--- config.mk ---
export PLATFORM = sky130hd
export DESIGN_NAME = irq_vec_arbiter
export DESIGN_NICKNAME = d
export VERILOG_FILES = /design/src/rtl/irq_arb_pkg.sv /design/src/rtl/irq_prio_pick.sv /design/src/rtl/irq_vec_mux.sv /design/src/rtl/irq_vec_arbiter.sv
export SDC_FILE = /design/constraint.sdc
export NUM_CORES = 1
export LEC_CHECK = 0
export ABC_AREA = 1
export CORE_MARGIN = 1.5
export CORE_UTILIZATION = 42
export CTS_CLUSTER_DIAMETER = 200
export DETAILED_ROUTE_END_ITERATION = 8
export PLACE_DENSITY = 0.84
export SLEW_MARGIN = 20
export SYNTH_ARGS = -nofsm -noshare
export SYNTH_HDL_FRONTEND = slang
export SYNTH_HIERARCHICAL = 1
export SYNTH_SLANG_ARGS = --single-unit
--- constraint.sdc ---
create_clock -name clk -period 1.3 [get_ports clk]
set_input_delay 0.26 -clock clk [delete_from_list [all_inputs] [get_ports clk]]
set_output_delay 0.26 -clock clk [all_outputs]
set_load 0.03 [all_outputs]
--- src/rtl/irq_arb_pkg.sv ---
package irq_arb_pkg;

  typedef enum logic {
    HS_IDLE  = 1'b0,
    HS_GRANT = 1'b1
  } hs_state_t;

endpackage

--- src/rtl/irq_prio_pick.sv ---
module irq_prio_pick #(
  parameter int N_PERIPH = 4,
  localparam int IDX_W = (N_PERIPH > 1) ? $clog2(N_PERIPH) : 1
) (
  input  logic [N_PERIPH-1:0] req,
  output logic [N_PERIPH-1:0] pick_oh,
  output logic [IDX_W-1:0]    pick_idx,
  output logic                any_req
);

  // Scan from the lowest priority upward so the lowest index wins.
  always_comb begin
    pick_oh  = '0;
    pick_idx = '0;
    for (int i = N_PERIPH - 1; i >= 0; i--) begin
      if (req[i]) begin
        pick_oh     = '0;
        pick_oh[i]  = 1'b1;
        pick_idx    = IDX_W'(i);
      end
    end
  end

  assign any_req = |req;

endmodule

--- src/rtl/irq_vec_mux.sv ---
module irq_vec_mux #(
  parameter int N_PERIPH = 4,
  parameter int VEC_W    = 8,
  localparam int IDX_W = (N_PERIPH > 1) ? $clog2(N_PERIPH) : 1
) (
  input  logic [N_PERIPH*VEC_W-1:0] table_flat,
  input  logic [IDX_W-1:0]          sel,
  output logic [VEC_W-1:0]          vec_out
);

  always_comb begin
    vec_out = '0;
    for (int i = 0; i < N_PERIPH; i++) begin
      if (sel == IDX_W'(i)) vec_out = table_flat[i*VEC_W +: VEC_W];
    end
  end

endmodule

--- src/rtl/irq_vec_arbiter.sv ---
module irq_vec_arbiter
  import irq_arb_pkg::*;
#(
  parameter int N_PERIPH = 4,
  parameter int VEC_W    = 8
) (
  input  logic                      clk,
  input  logic                      rst_n,
  input  logic [N_PERIPH-1:0]       irq_req,
  input  logic [N_PERIPH*VEC_W-1:0] vec_table,
  input  logic                      cpu_inta,
  output logic                      cpu_int,
  output logic [N_PERIPH-1:0]       irq_ack,
  output logic                      vec_oe,
  output logic [VEC_W-1:0]          vec_bus
);

  localparam int IDX_W = (N_PERIPH > 1) ? $clog2(N_PERIPH) : 1;

  // Reset: asserted asynchronously, released after two clock edges.
  logic [1:0] rst_sync_q;
  logic       rst_int_n;

  always_ff @(posedge clk or negedge rst_n) begin
    if (!rst_n) rst_sync_q <= 2'b00;
    else        rst_sync_q <= {rst_sync_q[0], 1'b1};
  end
  assign rst_int_n = rst_sync_q[1];

  // Priority selection and vector lookup.
  logic [N_PERIPH-1:0] pick_oh;
  logic [IDX_W-1:0]    pick_idx;
  logic                any_req;
  logic [VEC_W-1:0]    pick_vec;

  irq_prio_pick #(.N_PERIPH(N_PERIPH)) u_pick (
    .req      (irq_req),
    .pick_oh  (pick_oh),
    .pick_idx (pick_idx),
    .any_req  (any_req)
  );

  irq_vec_mux #(.N_PERIPH(N_PERIPH), .VEC_W(VEC_W)) u_mux (
    .table_flat (vec_table),
    .sel        (pick_idx),
    .vec_out    (pick_vec)
  );

  assign cpu_int = any_req;

  // Handshake state.
  hs_state_t           state_q, state_d;
  logic                inta_q;
  logic                inta_rise;
  logic                grant_load;
  logic [N_PERIPH-1:0] grant_q;
  logic [VEC_W-1:0]    vec_q;

  assign inta_rise = cpu_inta & ~inta_q;

  always_comb begin
    state_d    = state_q;
    grant_load = 1'b0;
    unique case (state_q)
      HS_IDLE: begin
        if (inta_rise && any_req) begin
          state_d    = HS_GRANT;
          grant_load = 1'b1;
        end
      end
      HS_GRANT: begin
        if (!cpu_inta) state_d = HS_IDLE;
      end
      default: state_d = HS_IDLE;
    endcase
  end

  always_ff @(posedge clk or negedge rst_int_n) begin
    if (!rst_int_n) begin
      state_q <= HS_IDLE;
      inta_q  <= 1'b0;
    end else begin
      state_q <= state_d;
      inta_q  <= cpu_inta;
    end
  end

  always_ff @(posedge clk or negedge rst_int_n) begin
    if (!rst_int_n) begin
      grant_q <= '0;
      vec_q   <= '0;
    end else if (grant_load) begin
      grant_q <= pick_oh;
      vec_q   <= pick_vec;
    end
  end

  assign vec_oe  = (state_q == HS_GRANT);
  assign irq_ack = vec_oe ? grant_q : '0;
  assign vec_bus = vec_oe ? vec_q   : '0;

  // Assertions.
  AST_ACK_ONEHOT: assert property (@(posedge clk) disable iff (!rst_int_n)
    $onehot0(irq_ack));

  AST_GRANT_FROM_REQ: assert property (@(posedge clk) disable iff (!rst_int_n)
    $rose(vec_oe) |-> ($past(cpu_inta) && ($past(irq_req) != '0)));

  AST_GRANT_HOLD: assert property (@(posedge clk) disable iff (!rst_int_n)
    (vec_oe && cpu_inta) |=> ($stable(irq_ack) && $stable(vec_bus)));

  AST_RELEASE: assert property (@(posedge clk) disable iff (!rst_int_n)
    (vec_oe && !cpu_inta) |=> (irq_ack == '0 && !vec_oe));

  AST_BUS_QUIET: assert property (@(posedge clk) disable iff (!rst_int_n)
    (irq_ack == '0) |-> (vec_bus == '0));

endmodule

# Yosys cells after proc, flatten, opt, wreduce, memory -nomap -nowiden
# Cells that the tools add are included.
dict set report totals {
  regBits 16
}
dict set report classes {
  eq_ne 3
  mux 18
  bitwise 3
  reduce_logical 3
}
# op n
set op_table {}
lappend op_table {{2-to-1 mux 8 bit} 5}
lappend op_table {{2-to-1 mux 4 bit} 5}
lappend op_table {{2-to-1 mux 2 bit} 4}
lappend op_table {{== test 2 bit (second input constant)} 2}
lappend op_table {{OR reduction 4 bit} 1}
lappend op_table {{2-to-1 mux 1 bit} 3}
lappend op_table {{== test 2 x 1 -> 1 bit (second input constant)} 1}
lappend op_table {{logical NOT 2 bit} 1}
lappend op_table {{inverter 1 bit} 2}
lappend op_table {{case mux 1 bit (2 select lines)} 1}
lappend op_table {{bitwise AND 1 bit} 1}
lappend op_table {{logical AND 1 bit} 1}

# Logic depth before layout (Yosys ltp)
# Gate-level depths: netlist of the first run.
dict set report logic_depth {
  ltp_word 9
  ltp_mapped 9
  ltp_nobuf 8
}

# Cells and area by module
# The synthesis of the first run kept the hierarchy.
# module instances cells_per_inst area_each_um2
set by_module_without_submodules {}
lappend by_module_without_submodules {irq_vec_arbiter 1 87 705.7}
lappend by_module_without_submodules {irq_vec_mux 1 47 264.0}
lappend by_module_without_submodules {irq_prio_pick 1 15 65.1}

# Least setup slack after synthesis of the first run
# No wires, ideal clock.
dict set report synth_timing {
  kind {register -> output}
  from {register state_q, in the netlist vec_oe}
  to {output port irq_ack[0]}
  t_arrival_ns 1.094
  required_ns 1.040
  path_slack_ns -0.054
  stages_incl_launch_ff 4
  path_buffers 1
  path_cell_list {dfrtp_1 > buf_2 > nand2_1 > inv_1}
}
dict set report synth_between {
  elab_chain_cells 1
}
# item line
set synth_rtl {}
lappend synth_rtl {{from (decl)} irq_vec_arbiter.sv:52} ;# hs_state_t state_q, state_d;
lappend synth_rtl {{from (signal assigned)} irq_vec_arbiter.sv:83} ;# state_q <= state_d;
lappend synth_rtl {{2-to-1 mux 4 bit} irq_vec_arbiter.sv:99} ;# assign irq_ack = vec_oe ? grant_q : '0;
lappend synth_rtl {{to (decl)} irq_vec_arbiter.sv:13} ;# output logic [N_PERIPH-1:0] irq_ack,
# No other way between the ends.

# Worst setup path in the final report of the first run
dict set report layout_timing {
  from {register state_q, in the netlist vec_oe}
  to {output port irq_ack[1]}
}
# Same word-level chain as after synthesis.

==> results of run 1 <==
placed cells by master, fill, tap and decap left out, drive strengths merged:
| cell type | synthesis | layout |
|---|---|---|
| dfrtp | 16 | 16 |
| inv | 19 | 19 |
| conb | 1 | 1 |
| dlygate4sd2 | 0 | 2 |
| buf | 9 | 32 |
| clkdlybuf4s50 | 0 | 34 |
| nand3 | 38 | 38 |
| nand2 | 52 | 53 |
| nand4 | 8 | 8 |
| nor2 | 6 | 6 |
| clkbuf | 0 | 5 |
| clkdlybuf4s15 | 0 | 1 |
sequential cells by signal, summed over array words and instances (netlist names):
register / cells
vec_q: 8
inta_q: 1
grant_q: 4
vec_oe: 1
rst_sync_q: 2
worst max path at each step:
stage	cells past startpoint	end	slack [ns]
global route	4	irq_ack[1]	-0.11
CTS	4	irq_ack[0]	-0.04
finish	4	irq_ack[1]	-0.07
floorplan	7	vec_q[0]$_DFFE_PN0P_	0.02
global placement	10	vec_q[3]$_DFFE_PN0P_	-0.36
detailed placement	10	vec_q[3]$_DFFE_PN0P_	-0.43
stage by stage:
| stage | cell area [um2] | util [%] |
|---|---|---|
| 2_1_floorplan | 1036 | - |
| 6_report | 1832 | 80.48 |
| 3_5_place_dp | 1575 | 69.21 |
| 3_3_place_gp | 1575 | 69.21 |
| 4_1_cts | 1767 | 77.63 |
| 5_1_grt | 1832 | 80.48 |
kinds of logic after synthesis:
| group | share of synthesized area [%] |
|---|---|
| buf+inv | 14.75 |
| flops | 38.69 |
| other cells | 0.3624 |
| simple gates | 46.19 |
area by class of cell:
| class | count | area [um2] |
|---|---|---|
| Clock buffer | 4 | 26.28 |
| Fill cell | 163 | 444.2 |
| Inverter | 19 | 73.82 |
| Multi-Input combinational cell | 106 | 583.1 |
| Sequential cell | 16 | 401.6 |
| Tap cell | 28 | 35.03 |
| Timing Repair Buffer | 70 | 711.9 |
metal layers:
| layer | GRT usage (%) | vias to the layer above | wire [um] |
|---|---|---|---|
| met5 | 0 | - | 0 |
| met4 | 14.96 | 0 | 84 |
| li1 | - | 609 | - |
| met2 | 47.08 | 66 | 1735 |
| met1 | 28.95 | 558 | 1282 |
| met3 | 1.714 | 10 | 173 |
repair_timing:
item	CTS	global route
setup buffers	5	0
resized for setup	43	25
pin swaps	6	2
endpoints found under the setup margin	27	26
hold endpoints to repair	0	0
gates cloned	2	2
critical path, cell delays in order (launching register included):
cell and delay, ns:
sky130_fd_sc_hd__dfrtp_2 0.43, sky130_fd_sc_hd__buf_8 0.15, sky130_fd_sc_hd__nand2_2 0.06, sky130_fd_sc_hd__inv_2 0.04
sky130_fd_sc_hd__buf_6 0.13
power breakdown:
part           internal, mW  total, mW  switching [mW]
clock                 0.119      0.277           0.157
sequential            0.580      0.653          0.0726
combinational         0.327      0.669           0.342
total                  1.03       1.60           0.572
==> impl_summary.txt, run 1 <==
----------------------------------------------------
[STA]
  Worst slew margin ... 62.64%
  Least-Margin Pin Slew ... 0.5604 ns
  Share of the clock period used by the worst path ... 105.1%
  Min Tclk post-route ... between 1 and 1.5 ns
  Worst Setup Slack, final ... -0.06639 ns
  Unrepaired setup endpoints after global routing ... yes
  Number of endpoints failing setup at the final stage ... 13
  Worst hold slack ... around 0.12 ns
  Clk_skew ... 0.002679 ns
  Max-slew violation count ... 0
  Fmax achieved ... about 730 MHz
  Aggregate negative setup slack ... -0.6304 ns
  Count of final hold-check violations ... 0

[GRT]
  Initial antenna violation count ... 0
  Pin count of the biggest net entering global routing ... 15
  Global-route wire length before repair ... ~5.2 mm
  Vias in the first global route ... 1254
  GRT Residual Overflow ... 0
  Total routing resource utilization after global routing ... 25.76%

[Clock tree]
  Clk pin slew, worst setup/hold paths ... 0.09 ns
  Number of buffers created by CTS ... 3
  CTS Sinks ... 16
  Largest buffer count on any clock path ... 2
  Clock root buffer master ... sky130_fd_sc_hd__clkbuf_4
  # H-tree levels ... 1
  TritonCTS clock tree ... done
  Number of buffers inserted by hold repair at cts ... 0
  Clock insertion delay at the later pin of the skew report ... approximately 0.29 ns

[Setup path]
  Source of the critical timing path ... vec_oe$_DFF_PN0_
  Kind of start point of the critical path ... register
  Critical path arrival ... about 1.1 ns
  Required time of the worst setup path ... between 1 and 1.5 ns
  Capturing element type of the critical path ... output port
  Register-to-Register Path Depth ... 6
  Reg-to-reg critical path endpoint ... grant_q[3]$_DFFE_PN0P_
  R2R Path Start ... vec_oe$_DFF_PN0_
  Largest driver fanout on the critical path ... 8
  Internal reg-to-reg setup slack ... 0 ns
  Type of the setup path with the least slack ... register to output port

[Die]
  Die Wd ... around 53 um
  Core Area ... approximately 0.0023 mm2
  Total die area ... between 0.002 and 0.003 mm2
  Starting density of the core ... a little under half
  I/O pins ... between 50 and 60
  Core Rows ... 17
  Vertical die dimension ... roughly 53 um

[Synthesis]
  Most common cell in the netlist ... sky130_fd_sc_hd__nand2_1
  Biggest area consumer among synthesized cells ... sky130_fd_sc_hd__dfrtp_1
  Post-synthesis sequential area ratio ... 38.69%
  Most numerous cell types in the synthesized netlist ... sky130_fd_sc_hd__nand2_1, sky130_fd_sc_hd__nand3_1, sky130_fd_sc_hd__dfrtp_1
  Unique cell type count in the Yosys netlist ... 13
  Summed instance area of the synthesized netlist ... 0.001035 mm2
  Mean instance size in the synthesized netlist ... between 6 and 7 um2
  Yosys top cell area share ... 38.69%
  Post-synthesis async set-or-reset flop share ... 100.0%
  Synthesis warning total ... 6
  Number of flops mapped to enable cells by yosys ... 0
  Post-synthesis instance total ... around 150
  Post-Synthesis Net Count ... around 190
  Primary FF master, synth ... sky130_fd_sc_hd__dfrtp_1
  Ranking of synthesized cells by area ... sky130_fd_sc_hd__dfrtp_1, sky130_fd_sc_hd__nand3_1, sky130_fd_sc_hd__nand2_1
  Number of storage elements in the synthesis netlist ... 16

[Hold path]
  Class of the tightest hold or removal check ... primary input to async pin

[Run status]
  Run status ... finished, violations left
  Violations in the final reports ... negative setup slack

[Place]
  Final estimated routing congestion in global placement ... approximately 0.76
  Pre-CTS worst setup slack ... -0.4271 ns
  Placed cell count ... 230
  HPWL reported at the end of detailed placement ... 2.171 mm
  Buffers added on ports ... between 50 and 60

[Power]
  IR Drop Worst-Case VDD ... approximately 0.65 mV
  Total leakage power ... approximately 0.96 nW
  Overall power after layout ... approximately 1.6 mW
  Pwr Density ... around 870 mW/mm2

[Cells and area]
  Diodes inserted ... 0
  Final cell count without fillers ... 243
  Post-synthesis to final-layout area growth ... 77.03%
  Final Net Count ... about 260
  Layout cell share with drive strength beyond 1 ... a little over a third

[Detailed routing]
  Vias post-DR ... 1243
  Vias per inst ... 5.115
  Pre-Repair DR Iteration Count ... 4
  Post-detailed-routing wire length ... 3.276 mm
  Remaining DRCs ... 0
  DR iter-0 viols ... 18
  Final antenna-violating net count ... 0
  Wire per inst ... roughly 13 um

[Job]
  Max-cap violations ... 0

----------------------------------------------------
Power figures use the tool's default switching activity.
==> run 2: changes to the inputs <==
CAP_MARGIN = 10   (was unset)
==> results of run 2 <==
No change in the layout: final DEF, timing and power equal those of run 1.
